**src/rtl/ocmp_pkg.sv**
```systemverilog
package ocmp_pkg;
  typedef enum logic [1:0] {
    MODE_NORMAL   = 2'd0,
    MODE_CLRMATCH = 2'd1,
    MODE_PWM_TOP  = 2'd2,
    MODE_PWM_BOT  = 2'd3
  } mode_e;

  typedef enum logic [1:0] {
    ACT_HOLD   = 2'd0,
    ACT_TOGGLE = 2'd1,
    ACT_CLEAR  = 2'd2,
    ACT_SET    = 2'd3
  } act_e;

  function automatic logic is_pwm(mode_e m);
    return (m == MODE_PWM_TOP) || (m == MODE_PWM_BOT);
  endfunction
endpackage

```
**src/rtl/ocmp_store.sv**
```systemverilog
module ocmp_store
  import ocmp_pkg::*;
#(
  parameter int BW = 8
) (
  input  logic            clk,
  input  logic            rst_n,
  input  mode_e           mode_i,
  input  logic            tick_i,
  input  logic            at_top_i,
  input  logic            at_bottom_i,
  input  logic [BW-1:0]   bus_i,
  input  logic            wr_hi_i,
  input  logic            wr_lo_i,
  output logic [2*BW-1:0] active_o,
  output logic [2*BW-1:0] buffer_o
);
  localparam int W = 2 * BW;

  logic [BW-1:0] stage_q;
  logic [W-1:0]  buf_q;
  logic [W-1:0]  act_q;
  logic [W-1:0]  word;
  logic          pwm;
  logic          load_now;

  assign word = {stage_q, bus_i};
  assign pwm  = is_pwm(mode_i);

  // Update point of the buffered modes
  always_comb begin
    unique case (mode_i)
      MODE_PWM_TOP: load_now = tick_i && at_top_i;
      MODE_PWM_BOT: load_now = tick_i && at_bottom_i;
      default:      load_now = 1'b0;
    endcase
  end

  always_ff @(posedge clk) begin
    if (!rst_n) begin
      stage_q <= '0;
      buf_q   <= '0;
      act_q   <= '0;
    end else begin
      if (wr_hi_i) stage_q <= bus_i;
      if (wr_lo_i) buf_q <= word;
      if (!pwm && wr_lo_i)  act_q <= word;
      else if (load_now)    act_q <= buf_q;
    end
  end

  assign active_o = act_q;
  assign buffer_o = buf_q;

  p_pwm_hold_r4: assert property (@(posedge clk) disable iff (!rst_n)
    (pwm && !load_now) |=> $stable(act_q));

  p_direct_write_r3: assert property (@(posedge clk) disable iff (!rst_n)
    (!pwm && wr_lo_i) |=> (act_q == $past(word)));

  p_stage_only_r2: assert property (@(posedge clk) disable iff (!rst_n)
    (!wr_lo_i && !load_now) |=> ($stable(buf_q) && $stable(act_q)));
endmodule

```
**src/rtl/ocmp_match.sv**
```systemverilog
module ocmp_match #(
  parameter int W = 16
) (
  input  logic         clk,
  input  logic         rst_n,
  input  logic         tick_i,
  input  logic [W-1:0] count_i,
  input  logic [W-1:0] active_i,
  input  logic         cnt_wr_i,
  output logic         match_o
);
  logic block_q;

  // A counter write arms the blocker; the next tick consumes it.
  always_ff @(posedge clk) begin
    if (!rst_n)        block_q <= 1'b0;
    else if (cnt_wr_i) block_q <= 1'b1;
    else if (tick_i)   block_q <= 1'b0;
  end

  assign match_o = tick_i && (count_i == active_i) && !block_q;

  p_block_next_r9: assert property (@(posedge clk) disable iff (!rst_n)
    cnt_wr_i |=> !match_o);

  p_block_persist_r9: assert property (@(posedge clk) disable iff (!rst_n)
    (block_q && !tick_i && !cnt_wr_i) |=> block_q);
endmodule

```
**src/rtl/ocmp_wave.sv**
```systemverilog
module ocmp_wave
  import ocmp_pkg::*;
(
  input  logic  clk,
  input  logic  rst_n,
  input  mode_e mode_i,
  input  act_e  act_i,
  input  logic  match_i,
  input  logic  force_i,
  input  logic  flag_clr_i,
  output logic  pin_o,
  output logic  flag_o,
  output logic  restart_o
);
  logic pin_q, flag_q, rst_q;
  logic fire;
  logic pin_d;

  assign fire = match_i || (force_i && !is_pwm(mode_i));

  always_comb begin
    pin_d = pin_q;
    if (fire) begin
      unique case (act_i)
        ACT_SET:    pin_d = 1'b1;
        ACT_CLEAR:  pin_d = 1'b0;
        ACT_TOGGLE: pin_d = ~pin_q;
        default:    pin_d = pin_q;
      endcase
    end
  end

  always_ff @(posedge clk) begin
    if (!rst_n) begin
      pin_q  <= 1'b0;
      flag_q <= 1'b0;
      rst_q  <= 1'b0;
    end else begin
      pin_q <= pin_d;
      if (match_i)         flag_q <= 1'b1;
      else if (flag_clr_i) flag_q <= 1'b0;
      rst_q <= match_i && (mode_i == MODE_CLRMATCH);
    end
  end

  assign pin_o     = pin_q;
  assign flag_o    = flag_q;
  assign restart_o = rst_q;

  p_flag_sticky_r10: assert property (@(posedge clk) disable iff (!rst_n)
    (flag_q && !flag_clr_i) |=> flag_q);

  p_set_wins_r10: assert property (@(posedge clk) disable iff (!rst_n)
    match_i |=> flag_q);

  p_hold_action_r6: assert property (@(posedge clk) disable iff (!rst_n)
    (act_i == ACT_HOLD) |=> $stable(pin_q));

  p_force_noflag_r7: assert property (@(posedge clk) disable iff (!rst_n)
    (force_i && !match_i && !flag_q) |=> (!flag_q && !rst_q));

  p_pwm_force_r8: assert property (@(posedge clk) disable iff (!rst_n)
    (is_pwm(mode_i) && !match_i) |=> $stable(pin_q));

  p_restart_mode_r11: assert property (@(posedge clk) disable iff (!rst_n)
    (mode_i != MODE_CLRMATCH) |=> !rst_q);
endmodule

```
**src/rtl/dbuf_compare.sv**
```systemverilog
module dbuf_compare
  import ocmp_pkg::*;
#(
  parameter int BW = 8,
  localparam int W = 2 * BW
) (
  input  logic          clk,
  input  logic          rst_n,
  input  logic          tick,
  input  logic [W-1:0]  count,
  input  logic          at_top,
  input  logic          at_bottom,
  input  logic [1:0]    mode,
  input  logic [1:0]    action,
  input  logic [BW-1:0] bus_data,
  input  logic          wr_hi,
  input  logic          wr_lo,
  input  logic          cnt_wr,
  input  logic          force_cmp,
  input  logic          flag_clr,
  output logic [W-1:0]  cmp_active,
  output logic [W-1:0]  cmp_buffer,
  output logic          pin_out,
  output logic          irq_flag,
  output logic          restart_req
);
  mode_e      mode_s;
  act_e       act_s;
  logic [W-1:0] active_w;
  logic         match_w;

  assign mode_s = mode_e'(mode);
  assign act_s  = act_e'(action);

  ocmp_store #(.BW(BW)) u_store (
    .clk         (clk),
    .rst_n       (rst_n),
    .mode_i      (mode_s),
    .tick_i      (tick),
    .at_top_i    (at_top),
    .at_bottom_i (at_bottom),
    .bus_i       (bus_data),
    .wr_hi_i     (wr_hi),
    .wr_lo_i     (wr_lo),
    .active_o    (active_w),
    .buffer_o    (cmp_buffer)
  );

  ocmp_match #(.W(W)) u_match (
    .clk      (clk),
    .rst_n    (rst_n),
    .tick_i   (tick),
    .count_i  (count),
    .active_i (active_w),
    .cnt_wr_i (cnt_wr),
    .match_o  (match_w)
  );

  ocmp_wave u_wave (
    .clk        (clk),
    .rst_n      (rst_n),
    .mode_i     (mode_s),
    .act_i      (act_s),
    .match_i    (match_w),
    .force_i    (force_cmp),
    .flag_clr_i (flag_clr),
    .pin_o      (pin_out),
    .flag_o     (irq_flag),
    .restart_o  (restart_req)
  );

  assign cmp_active = active_w;

  p_notick_r12: assert property (@(posedge clk) disable iff (!rst_n)
    (!tick && !irq_flag && !flag_clr) |=> !irq_flag);
endmodule

```
**config.mk**
```make
export PLATFORM = sky130hd
export DESIGN_NAME = dbuf_compare
export DESIGN_NICKNAME = d
export VERILOG_FILES = /design/src/rtl/ocmp_pkg.sv /design/src/rtl/ocmp_store.sv /design/src/rtl/ocmp_match.sv /design/src/rtl/ocmp_wave.sv /design/src/rtl/dbuf_compare.sv
export SDC_FILE = /design/constraint.sdc
export NUM_CORES = 1
export LEC_CHECK = 0
export BUFFER_PORTS_ARGS = -buffer_cell sky130_fd_sc_hd__buf_2
export CAP_MARGIN = 10
export CELL_PAD_IN_SITES_DETAIL_PLACEMENT = 1
export CELL_PAD_IN_SITES_GLOBAL_PLACEMENT = 1
export CORE_ASPECT_RATIO = 1.4
export CORE_UTILIZATION = 33
export DETAILED_ROUTE_END_ITERATION = 7
export PLACE_DENSITY_LB_ADDON = 0.3
export SKIP_LAST_GASP = 1
export SYNTH_ARGS = -nofsm -noshare
export SYNTH_HDL_FRONTEND = slang
export SYNTH_SLANG_ARGS = --single-unit
```
**constraint.sdc**
```tcl
create_clock -name clk -period 1.3 [get_ports clk]
set_input_delay 0.26 -clock clk [delete_from_list [all_inputs] [get_ports clk]]
set_output_delay 0.26 -clock clk [all_outputs]
set_load 0.01 [all_outputs]
```
---- Yosys cells after proc, flatten, opt, wreduce, memory -nomap -nowiden ----
Cells that the tools add are included.
word-level totals
  register bits after elaboration ......... 44
  output and inout port bits .............. 35
  word-level logic and storage cells ...... 39
cells by class
  equality and inequality tests ........... 7
  mux-type cells .......................... 8
  bitwise logic cells ..................... 1
  reductions and logical operators ........ 16
operators with widths
  cell                  number
  $mux W16              2
  $eq A16 B16 Y1        1
  $eq A2 B2 Y1 const B  4
  $logic_and A1 B1 Y1   7
  $reduce_bool A2 Y1    3
  $eq A2 B1 Y1 const B  2
  $mux W1               4
  $pmux W1 S3           1
  $reduce_bool A3 Y1    1
  $logic_not A1 Y1      2
  $logic_or A1 B1 Y1    2
  $pmux W1 S2           1
  $reduce_and A2 Y1     1
  $not A1 Y1            1

---- Depth between registers and ports, before layout ----
  depth in word-level cells ............... 6
  gate-level depth with buffers ........... 7
  gate-level depth less buffers ........... 5

---- Cells and area by module ----
A second synthesis with hierarchy kept.
unflattened totals
  cells, all modules ...................... 196
  area total of the unflattened synthesis .. 2093.3 sq um
modules (own cells, without submodules)
  module      times used  cells each  area each (sq um)
  ocmp_store  1           156         1742.9
  ocmp_match  1           25          219.0
  ocmp_wave   1           15          131.4

---- Least setup slack after synthesis ----
OpenSTA, ideal clock, no wires.
  path type ............................... input to register
  from .................................... input port wr_lo
  to ...................................... register u_store.act_q[0] (netlist: u_store.active_o[0])
  data arrival time ....................... 1170 ps
  setup slack ............................. 13 ps
  stages on the path ...................... 6
  buffers on the path ..................... 3
  cell sequence ........................... buf_6 > nor2b_4 > buf_6 > a31o_4 > buf_6 > o211a_1
between the ends
  cells in the longest elaborated chain, start to end .. 2
RTL lines
  element                                         RTL line            text
  start: declaration                              dbuf_compare.sv:17  input logic wr_lo,
  $logic_and A1 B1 Y1 *                           ocmp_store.sv:47    if (!pwm && wr_lo_i) act_q <= word;
  $mux W16 or $reduce_bool A2 Y1 (tied branches)  --
  end signal: assignment                          ocmp_store.sv:47
  end signal: assignment                          ocmp_store.sv:48    else if (load_now) act_q <= buf_q;
  end: declaration                                ocmp_store.sv:22    logic [W-1:0] act_q;
Every way passes the cells marked *; elsewhere a longest branch is shown, timed or not.
A chain may end at the register's enable or synchronous reset.

---- Worst setup path after layout ----
  from .................................... register u_store.act_q[13] (netlist: u_store.active_o[13])
  to ...................................... register u_wave.pin_q (netlist: u_wave.pin_o)
between the ends
  cells in the longest elaborated chain, start to end .. 5
RTL lines
  element                             RTL line          text
  $eq A16 B16 Y1                      ocmp_match.sv:21  assign match_o = tick_i && (count_i == active_i) && !block_q;
  $logic_and A1 B1 Y1 (2 in a row)    ocmp_match.sv:21
  $logic_or A1 B1 Y1                  ocmp_wave.sv:19   assign fire = match_i || (force_i && !is_pwm(mode_i));
  $reduce_and A2 Y1 (no source line)  --
  end signal: assignment              ocmp_wave.sv:39   pin_q <= pin_d;
  end: declaration                    ocmp_wave.sv:15   logic pin_q, flag_q, rst_q;
No other way between the ends.

==> impl_metrics.yaml <==
clocking:
  max-clock-path-buffers: 2
  cts_tree: "done"
  clockRootBuffer: "clkbuf_8"
  cts.sinks: 44
  clk_latency_ns: 0.29
  postCtsHoldBufs: 0
  cts_made_buffers: 5
  cts.htree.levels: 2
  clk_pin_slew_ns: 0.08
routing:
  via_per_inst: 4.79
  first_pass_iters: 2
  post_drt_wl_per_cell_microns: 14.5
  drt-initial-drc-count: 45
  antenna_left: 0
  drt-total-wl_mm: 4.97
  vias: 1639
  drc_errors: 0
global_route:
  grt_pass1_wl_mm: 7.68
  grt_pass1_vias: 1614
  grt.overflow.total: 0
  antenna_found_initial: 0
  grt_max_degree: 33
  track_usage: 0.160
setup_path:
  r2r-start: "u_store.active_o[13]"
  crit_path_end: "u_wave.pin_o"
  startpoint_type: "flop"
  endpoint_kind: "flop"
  arrival_ns: 1.54
  path_class: "flop to flop"
  cp-startpoint: "u_store.active_o[13]"
  cp_max_fo: 3
  rr_worst_depth: 5
  r2r-end: "u_wave.pin_o"
  critical_path_required_ns: 1.48
  worst-r2r-setup-slack_ns: -0.06
logic_synthesis:
  synth-seq-cells: 44
  synth_cell_type_count: 23
  synth-main-ff-cell: "dfxtp_1"
  synth_edf_count: 0
  synth_top_area_share: 0.425
  yosys_warnings: 0
  synthCells: 195
  async_flop_share: 0
  yosysTopAreaCell: "dfxtp_1"
  synth_fp_nets: 233
  syn-cell-area_sq_um: 2070
  ys_seq_area_frac: 0.425
  avgSynthCellArea_sq_um: 10.6
  synthTopCellsByArea: "dfxtp_1 43%, mux2i_1 20%, o211a_1 7.7%"
power_and_ir_drop:
  vdd_drop_max_mv: 0.575
  p_clk_frac: 0.302
  seqPwrFrac: 0.511
  p_int_mw: 2.14
  p_leak_nw: 1.40
  powerDensity_nw_per_um2: 1100
  power_mw: 2.94
  switching_share: 0.271
  pwr-share-comb: 0.187
  switchingPower_mw: 0.795
layout:
  mostFrequentLayoutCells: "72 x buf_2, 42 x mux2i_1, 40 x dfxtp_1"
  final_util: 0.448
  antenna_cells: 0
  final_nets: 309
  area_growth_pct: 28.8
  nFillCells: 715
  layout-drive-gt1-share: 0.382
  multi_input_comb_area_sq_um: 1130
  regArea_sq_um: 886
  fin_cells: 342
  layout_commonest_cell: "buf_2"
sta:
  hold-worst-slack_ns: 0.176
  hold_viol: 0
  fin_ws_ns: -0.0586
  worst_pin_slew_ns: 0.339
  max_clock_freq_ghz: 0.736
  setup_viol: 2
  period_minus_slack_ns: 1.36
  skew_ns: 0.00543
  slew_headroom: 0.774
  min_period_over_period: 1.05
  rsz0062_at_grt: "yes"
  finalMaxSlewViolations: 0
status:
  violations: "setup timing"
  status: "finished, violations left"
die:
  die_x_microns: 69.0
  rows: 33
  die_h_microns: 95.7
  core-area_sq_um: 5950
  initial_utilization: 0.348
  dieArea_sq_um: 6600
  ios: 73
min_path:
  hp-class: "input port to flop"
  worstHoldStart: "cnt_wr"
  hold_depth: 2
placed_design:
  port_buffers: 72
  gp_congestion: 0.731
  dp.cells: 333
  dp_hpwl_mm: 3.70
run:
  drv_cap: 0
## Yosys cell counts, types with 2 or more instances
library cell and n:
a31oi_1 2, buf_2 2, buf_6 6, clkbuf_1 5
dfxtp_1 44, inv_1 2, mux2i_1 42, nand2_1 19
nand2b_1 2, nand4_1 3, nor2b_1 25, nor3_1 2
o211a_1 16, xnor2_1 13, xor2_1 4
## metal layers
| layer | vias to the layer above | track usage | share of wire |
|---|---|---|---|
| li1 | 821 | - | - |
| met3 | 8 | 0.0367 | 0.045 |
| met5 | - | 0 | 0 |
| met2 | 42 | 0.272 | 0.51 |
| met1 | 768 | 0.191 | 0.43 |
| met4 | 0 | 0.0578 | 0.020 |
## metrics by stage
stage               setup TNS (ns)  instance area (sq um)  setup slack [ns]
CTS                        -0.0679                   2620           -0.0483
floorplan                        0                   2070            0.0134
finish                     -0.0738                   2670           -0.0586
global route                -0.304                   2670            -0.116
global placement             -1.64                   2510           -0.0911
detailed placement           -2.06                   2510            -0.135
## flip-flops by register name (all words and copies together), names as in the netlist
register          flops
u_wave.restart_o      1
u_store.stage_q       8
u_wave.pin_o          1
u_wave.flag_o         1
u_store.active_o     16
u_match.block_q       1
u_store.buffer_o     16
## power by group through the flow
stage | Combinational (mW) | Clock (mW) | Sequential, mW
floorplan | 0.304 | 0 | 1.55
global placement | 0.525 | 0 | 1.53
detailed placement | 0.536 | 0 | 1.53
CTS | 0.541 | 0.924 | 1.50
global route | 0.608 | 0.991 | 1.51
finish | 0.549 | 0.889 | 1.50
## worst min-delay path by stage
| stage | endpoint | slack, ns |
|---|---|---|
| CTS | u_match.block_q | 0.17 |
| global placement | u_wave.flag_o | 0.46 |
| floorplan | u_wave.restart_o | 0.34 |
| global route | u_match.block_q | 0.17 |
| detailed placement | u_wave.flag_o | 0.47 |
| finish | u_match.block_q | 0.18 |
## logic make-up after synthesis
| family | synth area share |
|---|---|
| DFF | 0.425 |
| and+or+nand+nor | 0.145 |
| muxes | 0.208 |
| xor gates and xnor gates | 0.0719 |
| AOI/OAI and AO/OA | 0.0991 |
| buffers and inverters | 0.0502 |
## layout make-up
| cell class | count | area share |
|---|---|---|
| Timing Repair Buffer | 82 | 0.173 |
| Multi-Input combinational cell | 136 | 0.425 |
| Clock buffer | 6 | 0.0310 |
| Inverter | 2 | 0.00282 |
| Sequential cell | 44 | 0.332 |
| Clock inverter | 2 | 0.00375 |
| Tap cell | 70 | 0.0328 |
## worst max-delay path: stages, from the launching register on
cell and delay, ns:
dfxtp_2 0.36, xnor2_2 0.11, nand4_1 0.16, nor4b_2 0.32, nand3_2 0.15, mux2i_1 0.15
## what timing repair did
item                       in CTS  in global routing
setup endpoints to repair       3                  3
pin swaps                       4                  6
resized for setup               2                  9
setup buffers                   0                  1
(Power assumes the default switching activity.)
